<file path="config.mk">
export PLATFORM = sky130hd
export DESIGN_NAME = lin_stat_irq
export DESIGN_NICKNAME = d
export VERILOG_FILES = /design/src/rtl/lin_stat_pkg.sv /design/src/rtl/lsi_flag.sv /design/src/rtl/lsi_err_bank.sv /design/src/rtl/lsi_id_track.sv /design/src/rtl/lin_stat_irq.sv
export SDC_FILE = /design/constraint.sdc
export NUM_CORES = 1
export LEC_CHECK = 0
export BUFFER_PORTS_ARGS = -buffer_cell sky130_fd_sc_hd__buf_2
export CORE_MARGIN = 3
export CORE_UTILIZATION = 40
export DETAILED_ROUTE_END_ITERATION = 12
export PLACE_DENSITY_LB_ADDON = 0.15
export SETUP_SLACK_MARGIN = 0.4
export SKIP_LAST_GASP = 1
export SLEW_MARGIN = 10
export SYNTH_ARGS = -nofsm -noshare
export SYNTH_HDL_FRONTEND = slang
export SYNTH_SLANG_ARGS = --single-unit
</file>
<file path="constraint.sdc">
create_clock -name clk -period 1.3 [get_ports clk]
set_input_delay 0.065 -clock clk [delete_from_list [all_inputs] [get_ports clk]]
set_output_delay 0.065 -clock clk [all_outputs]
set_load 0.02 [all_outputs]
</file>
<file path="src/rtl/lin_stat_pkg.sv">
package lin_stat_pkg;
  localparam int unsigned DATA_W = 8;
  localparam int unsigned ID_W   = 6;
  localparam int unsigned IDST_W = 3;

  localparam logic [1:0] ADR_STAT = 2'd0;
  localparam logic [1:0] ADR_EN   = 2'd1;
  localparam logic [1:0] ADR_ERR  = 2'd2;
  localparam logic [1:0] ADR_DATA = 2'd3;

  // flag vector order, shared by enables and status low bits
  typedef enum int unsigned {
    FL_RX  = 0,
    FL_TX  = 1,
    FL_ID  = 2,
    FL_ERR = 3
  } flag_idx_e;

  localparam int unsigned NFLAG = 4;

  // special identifiers 0x3C..0x3F map to 1nn, all others to 000
  function automatic logic [IDST_W-1:0] id_status(input logic [ID_W-1:0] id);
    logic special;
    special = (id[ID_W-1:2] == {(ID_W-2){1'b1}});
    return special ? {1'b1, id[1:0]} : '0;
  endfunction

  function automatic logic irq_level(input logic [NFLAG-1:0] flags,
                                     input logic [NFLAG-1:0] en);
    return |(flags & en);
  endfunction
endpackage

</file>
<file path="src/rtl/lsi_flag.sv">
module lsi_flag (
  input  logic clk,
  input  logic rst_n,
  input  logic set_i,
  input  logic clr_i,
  output logic q_o
);
  logic q;

  always_ff @(posedge clk or negedge rst_n) begin
    if (!rst_n) q <= 1'b0;
    else        q <= set_i | (q & ~clr_i);
  end

  assign q_o = q;

  a_r11_set_wins: assert property (@(posedge clk) disable iff (!rst_n)
    set_i |=> q_o);

  a_r4_clear_takes: assert property (@(posedge clk) disable iff (!rst_n)
    (clr_i && !set_i) |=> !q_o);
endmodule

</file>
<file path="src/rtl/lsi_err_bank.sv">
module lsi_err_bank #(
  parameter int unsigned ERR_W = 8
) (
  input  logic             clk,
  input  logic             rst_n,
  input  logic [ERR_W-1:0] err_set_i,
  input  logic             wipe_i,
  output logic [ERR_W-1:0] err_q_o,
  output logic             err_flag_o
);
  logic [ERR_W-1:0] err_q;

  always_ff @(posedge clk or negedge rst_n) begin
    if (!rst_n) err_q <= '0;
    else        err_q <= err_set_i | (wipe_i ? '0 : err_q);
  end

  assign err_q_o    = err_q;
  assign err_flag_o = |err_q;

  a_r6_cause_raises_flag: assert property (@(posedge clk) disable iff (!rst_n)
    (|err_set_i) |=> err_flag_o);

  a_r7_wipe_all: assert property (@(posedge clk) disable iff (!rst_n)
    (wipe_i && err_set_i == '0) |=> (err_q_o == '0));
endmodule

</file>
<file path="src/rtl/lsi_id_track.sv">
module lsi_id_track
  import lin_stat_pkg::*;
(
  input  logic              clk,
  input  logic              rst_n,
  input  logic              hdr_ev_i,
  input  logic [ID_W-1:0]   frame_id_i,
  output logic [IDST_W-1:0] idst_o
);
  logic [IDST_W-1:0] idst_q;

  always_ff @(posedge clk or negedge rst_n) begin
    if (!rst_n)        idst_q <= '0;
    else if (hdr_ev_i) idst_q <= id_status(frame_id_i);
  end

  assign idst_o = idst_q;

  a_r2_special_id: assert property (@(posedge clk) disable iff (!rst_n)
    (hdr_ev_i && frame_id_i[ID_W-1:2] == 4'hF) |=> idst_o[IDST_W-1]);

  a_r2_plain_id: assert property (@(posedge clk) disable iff (!rst_n)
    (hdr_ev_i && frame_id_i[ID_W-1:2] != 4'hF) |=> (idst_o == '0));
endmodule

</file>
<file path="src/rtl/lin_stat_irq.sv">
module lin_stat_irq
  import lin_stat_pkg::*;
#(
  parameter int unsigned ADDR_W = 2,
  parameter int unsigned ERR_W  = 8
) (
  input  logic              clk,
  input  logic              rst_n,
  input  logic [ADDR_W-1:0] bus_addr,
  input  logic              bus_wr,
  input  logic              bus_rd,
  input  logic [DATA_W-1:0] bus_wdata,
  output logic [DATA_W-1:0] bus_rdata,
  input  logic              uart_mode,
  input  logic              busy_in,
  input  logic              ev_rx_done,
  input  logic              ev_tx_done,
  input  logic              ev_hdr_done,
  input  logic [ERR_W-1:0]  err_set,
  input  logic [ID_W-1:0]   frame_id,
  output logic              irq
);
  localparam int unsigned NCELL = 3; // rx, tx, id held in flag cells

  // decoded bus events, named for the assertions
  logic wr_stat, wr_en, wr_data, rd_data;
  assign wr_stat = bus_wr && (bus_addr == ADDR_W'(ADR_STAT));
  assign wr_en   = bus_wr && (bus_addr == ADDR_W'(ADR_EN));
  assign wr_data = bus_wr && (bus_addr == ADDR_W'(ADR_DATA));
  assign rd_data = bus_rd && (bus_addr == ADDR_W'(ADR_DATA));

  logic [NFLAG-1:0] w1c;
  assign w1c = wr_stat ? bus_wdata[NFLAG-1:0] : '0;

  logic uart_rx_clr, uart_tx_clr;
  assign uart_rx_clr = uart_mode && rd_data;
  assign uart_tx_clr = uart_mode && wr_data;

  // flag cells
  logic [NCELL-1:0] cell_set, cell_clr, cell_q;
  assign cell_set = {ev_hdr_done, ev_tx_done, ev_rx_done};
  assign cell_clr = {w1c[FL_ID], w1c[FL_TX] | uart_tx_clr, w1c[FL_RX] | uart_rx_clr};

  for (genvar g = 0; g < NCELL; g++) begin : g_flag
    lsi_flag u_flag (
      .clk   (clk),
      .rst_n (rst_n),
      .set_i (cell_set[g]),
      .clr_i (cell_clr[g]),
      .q_o   (cell_q[g])
    );
  end

  logic [ERR_W-1:0] err_q;
  logic             err_flag;
  lsi_err_bank #(.ERR_W(ERR_W)) u_err (
    .clk        (clk),
    .rst_n      (rst_n),
    .err_set_i  (err_set),
    .wipe_i     (w1c[FL_ERR]),
    .err_q_o    (err_q),
    .err_flag_o (err_flag)
  );

  logic [IDST_W-1:0] idst;
  lsi_id_track u_id (
    .clk        (clk),
    .rst_n      (rst_n),
    .hdr_ev_i   (ev_hdr_done),
    .frame_id_i (frame_id),
    .idst_o     (idst)
  );

  logic             busy_q;
  logic [NFLAG-1:0] en_q;
  logic             irq_q;
  logic [NFLAG-1:0] flag_vec;
  assign flag_vec = {err_flag, cell_q};

  always_ff @(posedge clk or negedge rst_n) begin
    if (!rst_n) begin
      busy_q <= 1'b0;
      en_q   <= '0;
      irq_q  <= 1'b0;
    end else begin
      busy_q <= busy_in;
      if (wr_en) en_q <= bus_wdata[NFLAG-1:0];
      irq_q  <= irq_level(flag_vec, en_q);
    end
  end

  assign irq = irq_q;

  logic [DATA_W-1:0] stat_word;
  assign stat_word = {idst, busy_q, flag_vec};

  always_comb begin
    case (bus_addr)
      ADDR_W'(ADR_STAT): bus_rdata = stat_word;
      ADDR_W'(ADR_EN):   bus_rdata = {{(DATA_W-NFLAG){1'b0}}, en_q};
      ADDR_W'(ADR_ERR):  bus_rdata = DATA_W'(err_q);
      default:           bus_rdata = '0;
    endcase
  end

  a_r10_irq_on: assert property (@(posedge clk) disable iff (!rst_n)
    (|(flag_vec & en_q)) |=> irq);

  a_r10_irq_off: assert property (@(posedge clk) disable iff (!rst_n)
    !(|(flag_vec & en_q)) |=> !irq);

  a_r3_idst_ro: assert property (@(posedge clk) disable iff (!rst_n)
    (wr_stat && !ev_hdr_done) |=> $stable(idst));
endmodule

</file>
==> results.py, run 1 <==
metrics = {
    "drt": {
        "drc": 0,
        "wl_mm": 2.479,
        "postRouteAntennaNets": 0,
        "vias_per_cell": 5.000,
        "wl_per_cell_um": 14.25,
        "vias": 870,
        "first_iter_violations": 8,
        "first_pass_iters": 4,
    },
    "status": {
        "outcome": "finished with violations",
        "violations": "setup timing",
    },
    "timing": {
        "finalCritPeriodShare_pct": 129.2,
        "finalMaxSlewViolations": 0,
        "rsz0062_at_grt": "true",
        "period_needed_ns": 1.679,
        "fin_ws_ns": -0.3790,
        "fin_setup_tns_ns": -0.7206,
        "hold_ws_ns": 0.02062,
        "fin_skew_ns": 0.004562,
        "worst_pin_slew_ns": 0.4570,
        "hold_viol": 0,
        "timing.fmax_ghz": 0.5956,
        "setup_viol": 4,
        "slew_headroom_pct": 69.53,
    },
    "pwr": {
        "vdd.ir_drop.worst_mv": 0.6323,
        "intPower_mw": 1.012,
        "p_seq_share_pct": 51.1,
        "p_switching_uw": 360.5,
        "clkPwrFrac_pct": 26.2,
        "p_comb_share_pct": 22.7,
        "switching_share_pct": 26.27,
        "power.total_mw": 1.372,
        "leakage_nw": 0.6870,
        "p_per_area_mw_per_mm2": 927.0,
    },
    "global_route": {
        "grt_pass1_wl_mm": 3.843,
        "grt_pass1_vias": 870,
        "grt-ovfl-total": 0,
        "grt_max_degree": 21,
        "grt_usage_pct": 18.69,
        "grt_antenna_before_repair": 0,
    },
    "critical_path": {
        "slowest_delay_ns": 0.55,
        "arrival_ns": 1.61,
        "reg2reg_depth": 4,
        "r2r_end": "irq",
        "critPathTopFamily": "simple AND/OR/NAND/NOR gates",
        "r2r_slack_ns": -0.12,
        "critical_path.max_fanout": 2,
        "path_buf_inv": 1,
        "crit_type": "flip-flop to output pin",
        "cp_cell_sequence": "or4_4, o21ai_2, nand3_2, buf_6",
        "critPathRequiredTime_ns": 1.24,
        "crit_path_top_delay_cell": "or4_4",
        "cp-end-kind": "output pin",
        "reg2reg_from": "u_err.err_q_o[3]",
        "startpoint_type": "flip-flop",
        "crit_path_start": "u_err.err_q_o[3]",
    },
    "clock_network": {
        "clk_latency_ns": 0.30,
        "clk_pin_slew_ns": 0.11,
        "cts_buffers": 3,
        "root_buffer": "clkbuf_4",
        "htreeDepth": 1,
        "cts.sinks": 20,
        "cts_tree": "yes",
        "clockBufferDepth": 2,
    },
    "placed_design": {
        "portBuffers": 37,
        "pre_cts_ws_ns": -0.04994,
        "dpl_cell_area_mm2": 0.001194,
        "hpwl_mm": 1.717,
        "place.gp.congestion": 0.8488,
    },
    "yosys": {
        "ys_types": 21,
        "yosysWarnings": 0,
        "synth_area_um2": 913.4,
        "syn_area_per_cell_um2": 11.71,
        "syn_inst": 78,
        "ys_seq_area_share_pct": 54.79,
        "synth.net_count": 111,
        "ys_seq_elements": 20,
    },
    "worst_hold_path": {
        "hold_class": "input pin to flip-flop",
        "min-delay-start": "bus_wdata[0]",
        "hold_path_depth": 2,
        "hold_end": "en_q[0]",
    },
    "cells_and_area": {
        "layout.nets": 181,
        "syn2layout_area_growth_pct": 62.05,
        "design_area_mm2": 0.001480,
        "drive_above_1_share_pct": 46.94,
        "antenna_cells": 0,
    },
    "flow_run": {
        "max-cap-violations": 0,
    },
    "die": {
        "dieHeight_um": 53.79,
        "io_pins": 42,
        "coreArea_mm2": 0.002062,
        "die_w_um": 53.79,
        "rows": 16,
        "start_util_pct": 44.30,
        "die_area_mm2": 0.002893,
    },
}
==> cell families (layout without fill, tap and decap cells) <==
logic type | Yosys count | after routing | synth area share, %
flip-flops | 20 | 20 | 54.79
buffers and inverters | 3 | 72 | 2.054
AO/OA/AOI/OAI | 20 | 20 | 16.03
AND/OR/NAND/NOR | 24 | 24 | 14.52
multiplexers | 11 | 11 | 12.60
==> placed cells by master, fill, tap and decap left out, drive strengths merged <==
master	instances
dlygate4sd3	15
inv	1
a31o	2
o21ai	5
a222oi	1
nand2	5
nand4	3
a21o	10
a22o	2
dfrtp	20
nor2	6
and2b	1
clkbuf	4
nand3b	2
buf	52
or4	2
mux2	4
nand3	5
mux2i	7
==> cell usage after synthesis <==
cell	instances	area (µm²)
a21o_1	9	67.56
a21o_2	1	8.760
a222oi_1	1	10.01
a22o_1	2	17.52
a31o_1	1	8.760
a31o_2	1	8.760
and2b_1	1	7.510
buf_4	2	15.01
dfrtp_1	20	500.5
inv_1	1	3.750
mux2_2	4	45.04
mux2i_1	7	70.07
nand2_1	5	18.77
nand3_1	5	25.02
nand3b_1	2	15.01
nand4_1	3	18.77
nor2_1	5	18.77
nor2_2	1	6.260
o21ai_0	3	15.01
o21ai_1	2	10.01
or4_4	2	22.52
==> metrics by stage <==
step           instances  util [%]
2_1_floorplan         78         -
3_3_place_gp         149     57.89
3_5_place_dp         149     57.89
4_1_cts              171     69.42
5_1_grt              174     71.78
6_report             174     71.78
==> how the worst max path moves through the flow <==
| stage | cells past startpoint | endpoint |
|---|---|---|
| final | 4 | bus_rdata[3] |
| after global routing | 4 | bus_rdata[3] |
| after CTS | 4 | bus_rdata[3] |
| after detailed placement | 4 | bus_rdata[3] |
| after global placement | 4 | bus_rdata[3] |
| after floorplan | 3 | bus_rdata[3] |
==> power by group through the flow <==
stage	Combinational (mW)	Clock, mW	Sequential (mW)
4_1_cts	0.297	0.373	0.699
6_report	0.312	0.360	0.701
5_1_grt	0.338	0.391	0.706
2_1_floorplan	0.128	0	0.707
3_3_place_gp	0.241	0	0.708
3_5_place_dp	0.247	0	0.710
==> routing by layer <==
| layer | share of wire, % | GRT usage, % | up-vias |
|---|---|---|---|
| li1 | - | - | 427 |
| met1 | 43 | 22.38 | 412 |
| met2 | 51 | 32.46 | 29 |
| met3 | 5.7 | 4.155 | 2 |
| met4 | 0.40 | 6.809 | 0 |
| met5 | 0 | 0 | - |
==> layout make-up <==
cell class                      instances  area, µm²
Sequential cell                        20      500.5
Clock buffer                            4      36.28
Inverter                                1      3.754
Tap cell                               27      33.78
Fill cell                             165      581.8
Timing Repair Buffer                   67      499.2
Multi-Input combinational cell         55      406.6
==> sequential cells by signal, indices dropped and copies added, names as in the netlist <==
name and cells:
u_err.err_q_o 8, busy_q 1, u_id.idst_o 3, irq 1, en_q 4, g_flag.u_flag.q_o 3
==> timing repair <==
| item | CTS | global route |
|---|---|---|
| resized for setup | 9 | 9 |
| pin swaps | 5 | 8 |
| buffers inserted | 3 | 3 |
| endpoints found under the setup margin | 9 | 15 |
| hold buffers | 15 | 0 |
| hold endpoints to repair | 34 | 0 |
Power figures use the tool's default switching activity.
==> inputs of run 2 (changes only) <==
CELL_PAD_IN_SITES_DETAIL_PLACEMENT = 1   (was unset)
CELL_PAD_IN_SITES_GLOBAL_PLACEMENT = 2   (was unset)
CORE_UTILIZATION = 24   (was 40)
REMOVE_ABC_BUFFERS = 1   (was unset)
SETUP_SLACK_MARGIN = 0.2   (was 0.4)
==> run 2 against run 1 <==
  * The run still ends with setup timing left
  * Cell area rose by 0.68%
  * Flip-flop and latch count unchanged
  * Sequential power about the same
  * Routed wire length grew 12%
  * Final cell count up 9.8%
  * Global-route usage shrank 5.3 points
  * Worst setup slack gained 0.064 ns
  * Critical path depth unchanged
  * Sequential share of layout area down 0.23 points
  * Non-clock buffer count is 2 lower
  * Hold slack got worse by 0.014 ns
  * Total power rose by 8.0%
==> results.py, run 2 (same netlist as run 1, synthesis figures left out) <==
metrics = {
    "timing": {
        "fin_ws_ns": -0.3154,
        "fin_setup_tns_ns": -0.5640,
        "setup_viol": 4,
        "hold_viol": 0,
        "worst_pin_slew_ns": 0.4702,
        "finalCritPeriodShare_pct": 124.3,
        "finalMaxSlewViolations": 0,
        "slew_headroom_pct": 68.65,
        "rsz0062_at_grt": "true",
        "fin_skew_ns": 0.002858,
        "timing.fmax_ghz": 0.6191,
        "hold_ws_ns": 0.006522,
        "period_needed_ns": 1.615,
    },
    "pwr": {
        "p_switching_uw": 380.4,
        "leakage_nw": 0.6791,
        "vdd.ir_drop.worst_mv": 0.8907,
        "intPower_mw": 1.102,
        "clkPwrFrac_pct": 31.9,
        "p_seq_share_pct": 47.4,
        "power.total_mw": 1.482,
        "p_comb_share_pct": 20.7,
        "p_per_area_mw_per_mm2": 994.8,
        "switching_share_pct": 25.66,
    },
    "cells_and_area": {
        "final_common_cell": "buf_2",
        "most-common-layout-cells": "buf_2 (31), dfrtp_1 (20), buf_4 (15)",
        "drive_above_1_share_pct": 47.59,
        "layout.nets": 179,
        "final_util_pct": 42.64,
        "largest_register_ffs": 8,
        "antenna_cells": 0,
        "syn2layout_area_growth_pct": 63.15,
        "design_area_mm2": 0.001490,
    },
    "clock_network": {
        "cts_buffers": 3,
        "clk_latency_ns": 0.26,
        "htreeDepth": 1,
        "root_buffer": "clkbuf_8",
        "clockBufferDepth": 2,
        "cts_tree": "yes",
        "cts.sinks": 20,
        "clk_pin_slew_ns": 0.07,
    },
    "drt": {
        "vias_per_cell": 4.539,
        "drc": 0,
        "wl_per_cell_um": 14.50,
        "first_iter_violations": 36,
        "vias": 867,
        "postRouteAntennaNets": 0,
        "first_pass_iters": 4,
        "wl_mm": 2.769,
    },
    "global_route": {
        "grt_pass1_wl_mm": 4.512,
        "grt_max_degree": 21,
        "grt_pass1_vias": 951,
        "grt_antenna_before_repair": 0,
        "grt_usage_pct": 13.38,
        "grt-ovfl-total": 0,
    },
    "worst_hold_path": {
        "min-delay-start": "ev_hdr_done",
        "hold_end": "g_flag[2].u_flag.q_o",
        "hold_class": "input pin to flip-flop",
        "hold_path_depth": 2,
    },
    "critical_path": {
        "arrival_ns": 1.55,
        "startpoint_type": "flip-flop",
        "r2r_end": "irq",
        "reg2reg_depth": 3,
        "critPathRequiredTime_ns": 1.24,
        "cp-end-kind": "output pin",
        "critical_path.max_fanout": 2,
        "r2r_slack_ns": -0.06,
        "reg2reg_from": "u_err.err_q_o[2]",
        "crit_type": "flip-flop to output pin",
    },
    "placed_design": {
        "hpwl_mm": 1.912,
        "place.gp.congestion": 0.6913,
        "portBuffers": 37,
        "dpl_cell_area_mm2": 0.001216,
    },
    "flow_run": {
        "max-cap-violations": 0,
    },
    "die": {
        "die_w_um": 67.69,
        "dieHeight_um": 67.69,
        "die_area_mm2": 0.004582,
        "coreArea_mm2": 0.003495,
        "rows": 21,
        "io_pins": 42,
        "start_util_pct": 26.14,
    },
    "status": {
        "outcome": "finished with violations",
        "violations": "setup timing",
    },
}
[run 2: what timing repair did]
action                                  CTS  global route
buffers inserted                          3             3
pin swaps                                 7             4
endpoints found under the hold margin    31             0
endpoints found under the setup margin    8             9
gates resized for setup                  14             5
hold buffers                             12             0
[run 2: layout make-up]
class,count,area [µm²]
Inverter,1,3.754
Multi-Input combinational cell,55,406.6
Clock buffer,4,55.05
Fill cell,401,2004
Timing Repair Buffer,65,466.7
Tap cell,46,57.56
Sequential cell,20,500.5
[run 2: metal layers]
| layer | vias up | wire length [µm] | GRT usage [%] |
|---|---|---|---|
| met4 | 0 | 37 | 3.038 |
| li1 | 425 | - | - |
| met5 | - | 0 | 0 |
| met3 | 4 | 170 | 3.661 |
| met2 | 28 | 1353 | 23.33 |
| met1 | 410 | 1208 | 16.26 |
[run 2: through the flow]
stage                     cells  setup WS, ns
after floorplan              76       0.01000
after global placement      169      -0.04179
after detailed placement    169      -0.06984
after CTS                   188       -0.3247
after global routing        191       -0.3821
final                       191       -0.3154
[run 2: worst max-delay path by stage]
stage	from	to	slack, ns	depth (start not counted)
3_3_place_gp	u_err.err_q_o[1]	bus_rdata[3]	-0.04	4
6_report	u_err.err_q_o[2]	bus_rdata[3]	-0.32	4
3_5_place_dp	u_err.err_q_o[1]	bus_rdata[3]	-0.07	4
2_1_floorplan	u_err.err_q_o[1]	bus_rdata[3]	0.01	3
4_1_cts	u_err.err_q_o[5]	bus_rdata[3]	-0.32	4
5_1_grt	u_err.err_q_o[5]	bus_rdata[3]	-0.38	4
[run 2: critical path, cell delays in order, from the launching register on]
cell	delay (ns)
dfrtp_1	0.38
or4_4	0.55
o21ai_2	0.15
nand3_2	0.08
buf_6	0.13
[run 2: power groups by stage]
stage          logic (mW)  clock network, mW  registers (mW)
2_1_floorplan       0.112                  0           0.707
3_3_place_gp        0.244                  0           0.712
3_5_place_dp        0.248                  0           0.712
4_1_cts             0.298              0.488           0.701
5_1_grt             0.338              0.516           0.707
6_report            0.307              0.473           0.702
==> inputs of run 3 (changes only) <==
CORE_UTILIZATION = 27   (was 24)
HOLD_SLACK_MARGIN = 0.05   (was unset)
MAX_ROUTING_LAYER = met4   (was unset)
clock period = 1.6 ns   (was 1.3 ns; I/O delays follow)
==> run 3 against run 2 <==
  * The run still ends with setup timing left
  * Critical path depth did not move
  * Clock-buffer cell count fell by 1
  * First-iteration DRC count fell by 56%
  * Global-route usage rose by 0.41 points
  * Combinational power fell by 24%
  * Die area fell by 10%
  * Final cell count fell by 2.6%
  * Sequential share of layout area rose by 1.1 points
  * Sequential power fell by 19%
==> results.py, run 3 (same netlist as run 1, synthesis figures left out) <==
metrics = {
    "cells_and_area": {
        "final_util_pct": 46.08,
        "layout.nets": 176,
        "final_common_cell": "buf_2",
        "drive_above_1_share_pct": 40.85,
        "instances_no_fill": 186,
        "most-common-layout-cells": "buf_2 (36), dfrtp_1 (20), dlygate4sd3_1 (19)",
        "antenna_cells": 0,
        "largest_register_ffs": 8,
        "regArea_um2": 500.5,
        "syn2layout_area_growth_pct": 57.81,
        "multi_input_area_um2": 402.9,
        "filler_cell_count": 358,
    },
    "critical_path": {
        "startpoint_type": "flip-flop",
        "crit_path_top_delay_cell": "or4_4",
        "r2r_slack_ns": 0.30,
        "crit_type": "flip-flop to output pin",
        "cp-end-kind": "output pin",
        "critical_path.max_fanout": 2,
        "reg2reg_depth": 3,
        "arrival_ns": 1.63,
        "slowest_delay_ns": 0.54,
        "cp_cell_sequence": "or4_4, o21ai_2, nand3_2, buf_6",
        "r2r_end": "irq",
        "critPathRequiredTime_ns": 1.52,
        "reg2reg_from": "u_err.err_q_o[0]",
    },
    "drt": {
        "first_iter_violations": 16,
        "vias": 832,
        "vias_per_cell": 4.473,
        "wl_mm": 2.566,
        "first_pass_iters": 4,
        "postRouteAntennaNets": 0,
        "drc": 0,
        "wl_per_cell_um": 13.80,
    },
    "die": {
        "die_area_mm2": 0.004117,
        "dieHeight_um": 64.16,
        "io_pins": 42,
        "rows": 20,
        "start_util_pct": 29.20,
        "coreArea_mm2": 0.003128,
        "die_w_um": 64.16,
    },
    "timing": {
        "fin_ws_ns": -0.1137,
        "rsz0062_at_grt": "true",
        "period_needed_ns": 1.714,
        "hold_viol": 0,
        "hold_ws_ns": 0.1186,
        "setup_viol": 1,
        "fin_skew_ns": 0.01547,
        "timing.fmax_ghz": 0.5835,
        "finalCritPeriodShare_pct": 107.1,
        "worst_pin_slew_ns": 0.4704,
        "finalMaxSlewViolations": 0,
        "slew_headroom_pct": 68.64,
    },
    "clock_network": {
        "root_buffer": "clkbuf_4",
        "cts_buffers": 3,
        "cts.sinks": 20,
        "htreeDepth": 1,
        "clk_pin_slew_ns": 0.13,
        "clk_latency_ns": 0.31,
        "cts_tree": "yes",
        "clockBufferDepth": 2,
    },
    "pwr": {
        "p_switching_uw": 299.3,
        "switching_share_pct": 24.55,
        "leakage_nw": 0.6532,
        "p_seq_share_pct": 46.7,
        "p_comb_share_pct": 19.0,
        "vdd.ir_drop.worst_mv": 0.3494,
        "clkPwrFrac_pct": 34.2,
        "intPower_uw": 919.7,
        "power.total_mw": 1.219,
        "p_per_area_mw_per_mm2": 845.7,
    },
    "placed_design": {
        "pre_cts_ws_ns": 0.1787,
        "portBuffers": 37,
        "place.gp.congestion": 0.7513,
        "dp_cells": 158,
    },
    "status": {
        "violations": "setup timing",
        "outcome": "finished with violations",
    },
    "global_route": {
        "grt_antenna_before_repair": 0,
        "grt_pass1_vias": 933,
        "grt-ovfl-total": 0,
        "grt_usage_pct": 13.79,
        "grt_pass1_wl_mm": 4.284,
        "grt_max_degree": 21,
    },
    "worst_hold_path": {
        "hold_class": "input pin to flip-flop",
        "hold_end": "g_flag[0].u_flag.q_o",
        "hold_path_depth": 3,
        "min-delay-start": "bus_rd",
    },
    "flow_run": {
        "max-cap-violations": 0,
    },
}
[run 3: cell types whose count changed in the layout (fill, tap and decap cells not counted), sizes merged]
cell,before,now
buf,53,43
bufinv,0,1
clkbuf,4,3
dlygate4sd3,12,19
[run 3: power by group through the flow]
stage                     clock (mW)  combinational, mW  sequential, mW
final                          0.417              0.232           0.570
after global routing           0.449              0.256           0.576
after CTS                      0.430              0.232           0.571
after detailed placement           0              0.186           0.582
after global placement             0              0.182           0.581
after floorplan                    0             0.0913           0.575
[run 3: final cells by class]
class	count	area share (%)
clock buffers	3	1.563
inverters	1	0.2604
well taps	44	3.819
multi-input cells	55	27.95
clock inverters	1	2.083
repair buffers	62	29.60
flip-flops and latches	20	34.72
[run 3: worst max-delay path, delay by kind of cell (launching register included)]
family,cells,cell delay (ns)
buffers and inverters,1,0.13
and+or+nand+nor,2,0.62
AOI/OAI and AO/OA,1,0.16
DFF,1,0.40
[run 3: layer usage]
layer  up-vias  part of all wire (%)  track usage (%)
li1        419                     -                -
met1       388                    44            16.81
met2        23                    49            22.06
met3         2                   6.0            3.691
met4         0                  0.78            4.749
met5         -                     0                -
[run 3: worst max path at each step]
stage                     startpoint            to  cells past startpoint
floorplan           u_err.err_q_o[1]  bus_rdata[3]                      3
global placement    u_err.err_q_o[1]  bus_rdata[3]                      4
detailed placement  u_err.err_q_o[1]  bus_rdata[3]                      4
CTS                 u_err.err_q_o[6]  bus_rdata[3]                      4
global route        u_err.err_q_o[6]  bus_rdata[3]                      4
finish              u_err.err_q_o[6]  bus_rdata[3]                      4
[run 3: stage by stage]
step,instance area [µm²],setup TNS [ns]
after floorplan,898.4,0
after global placement,1146,0
after detailed placement,1146,0
after CTS,1429,-0.1363
after global routing,1441,-0.1911
final,1441,-0.1137
[run 3: timing repair]
item                                    in CTS  in global routing
pin swaps                                    3                  0
hold buffers                                19                  0
resized for setup                            3                  1
endpoints found under the setup margin       1                  1
buffers inserted                             4                  1
hold endpoints to repair                    38                  0
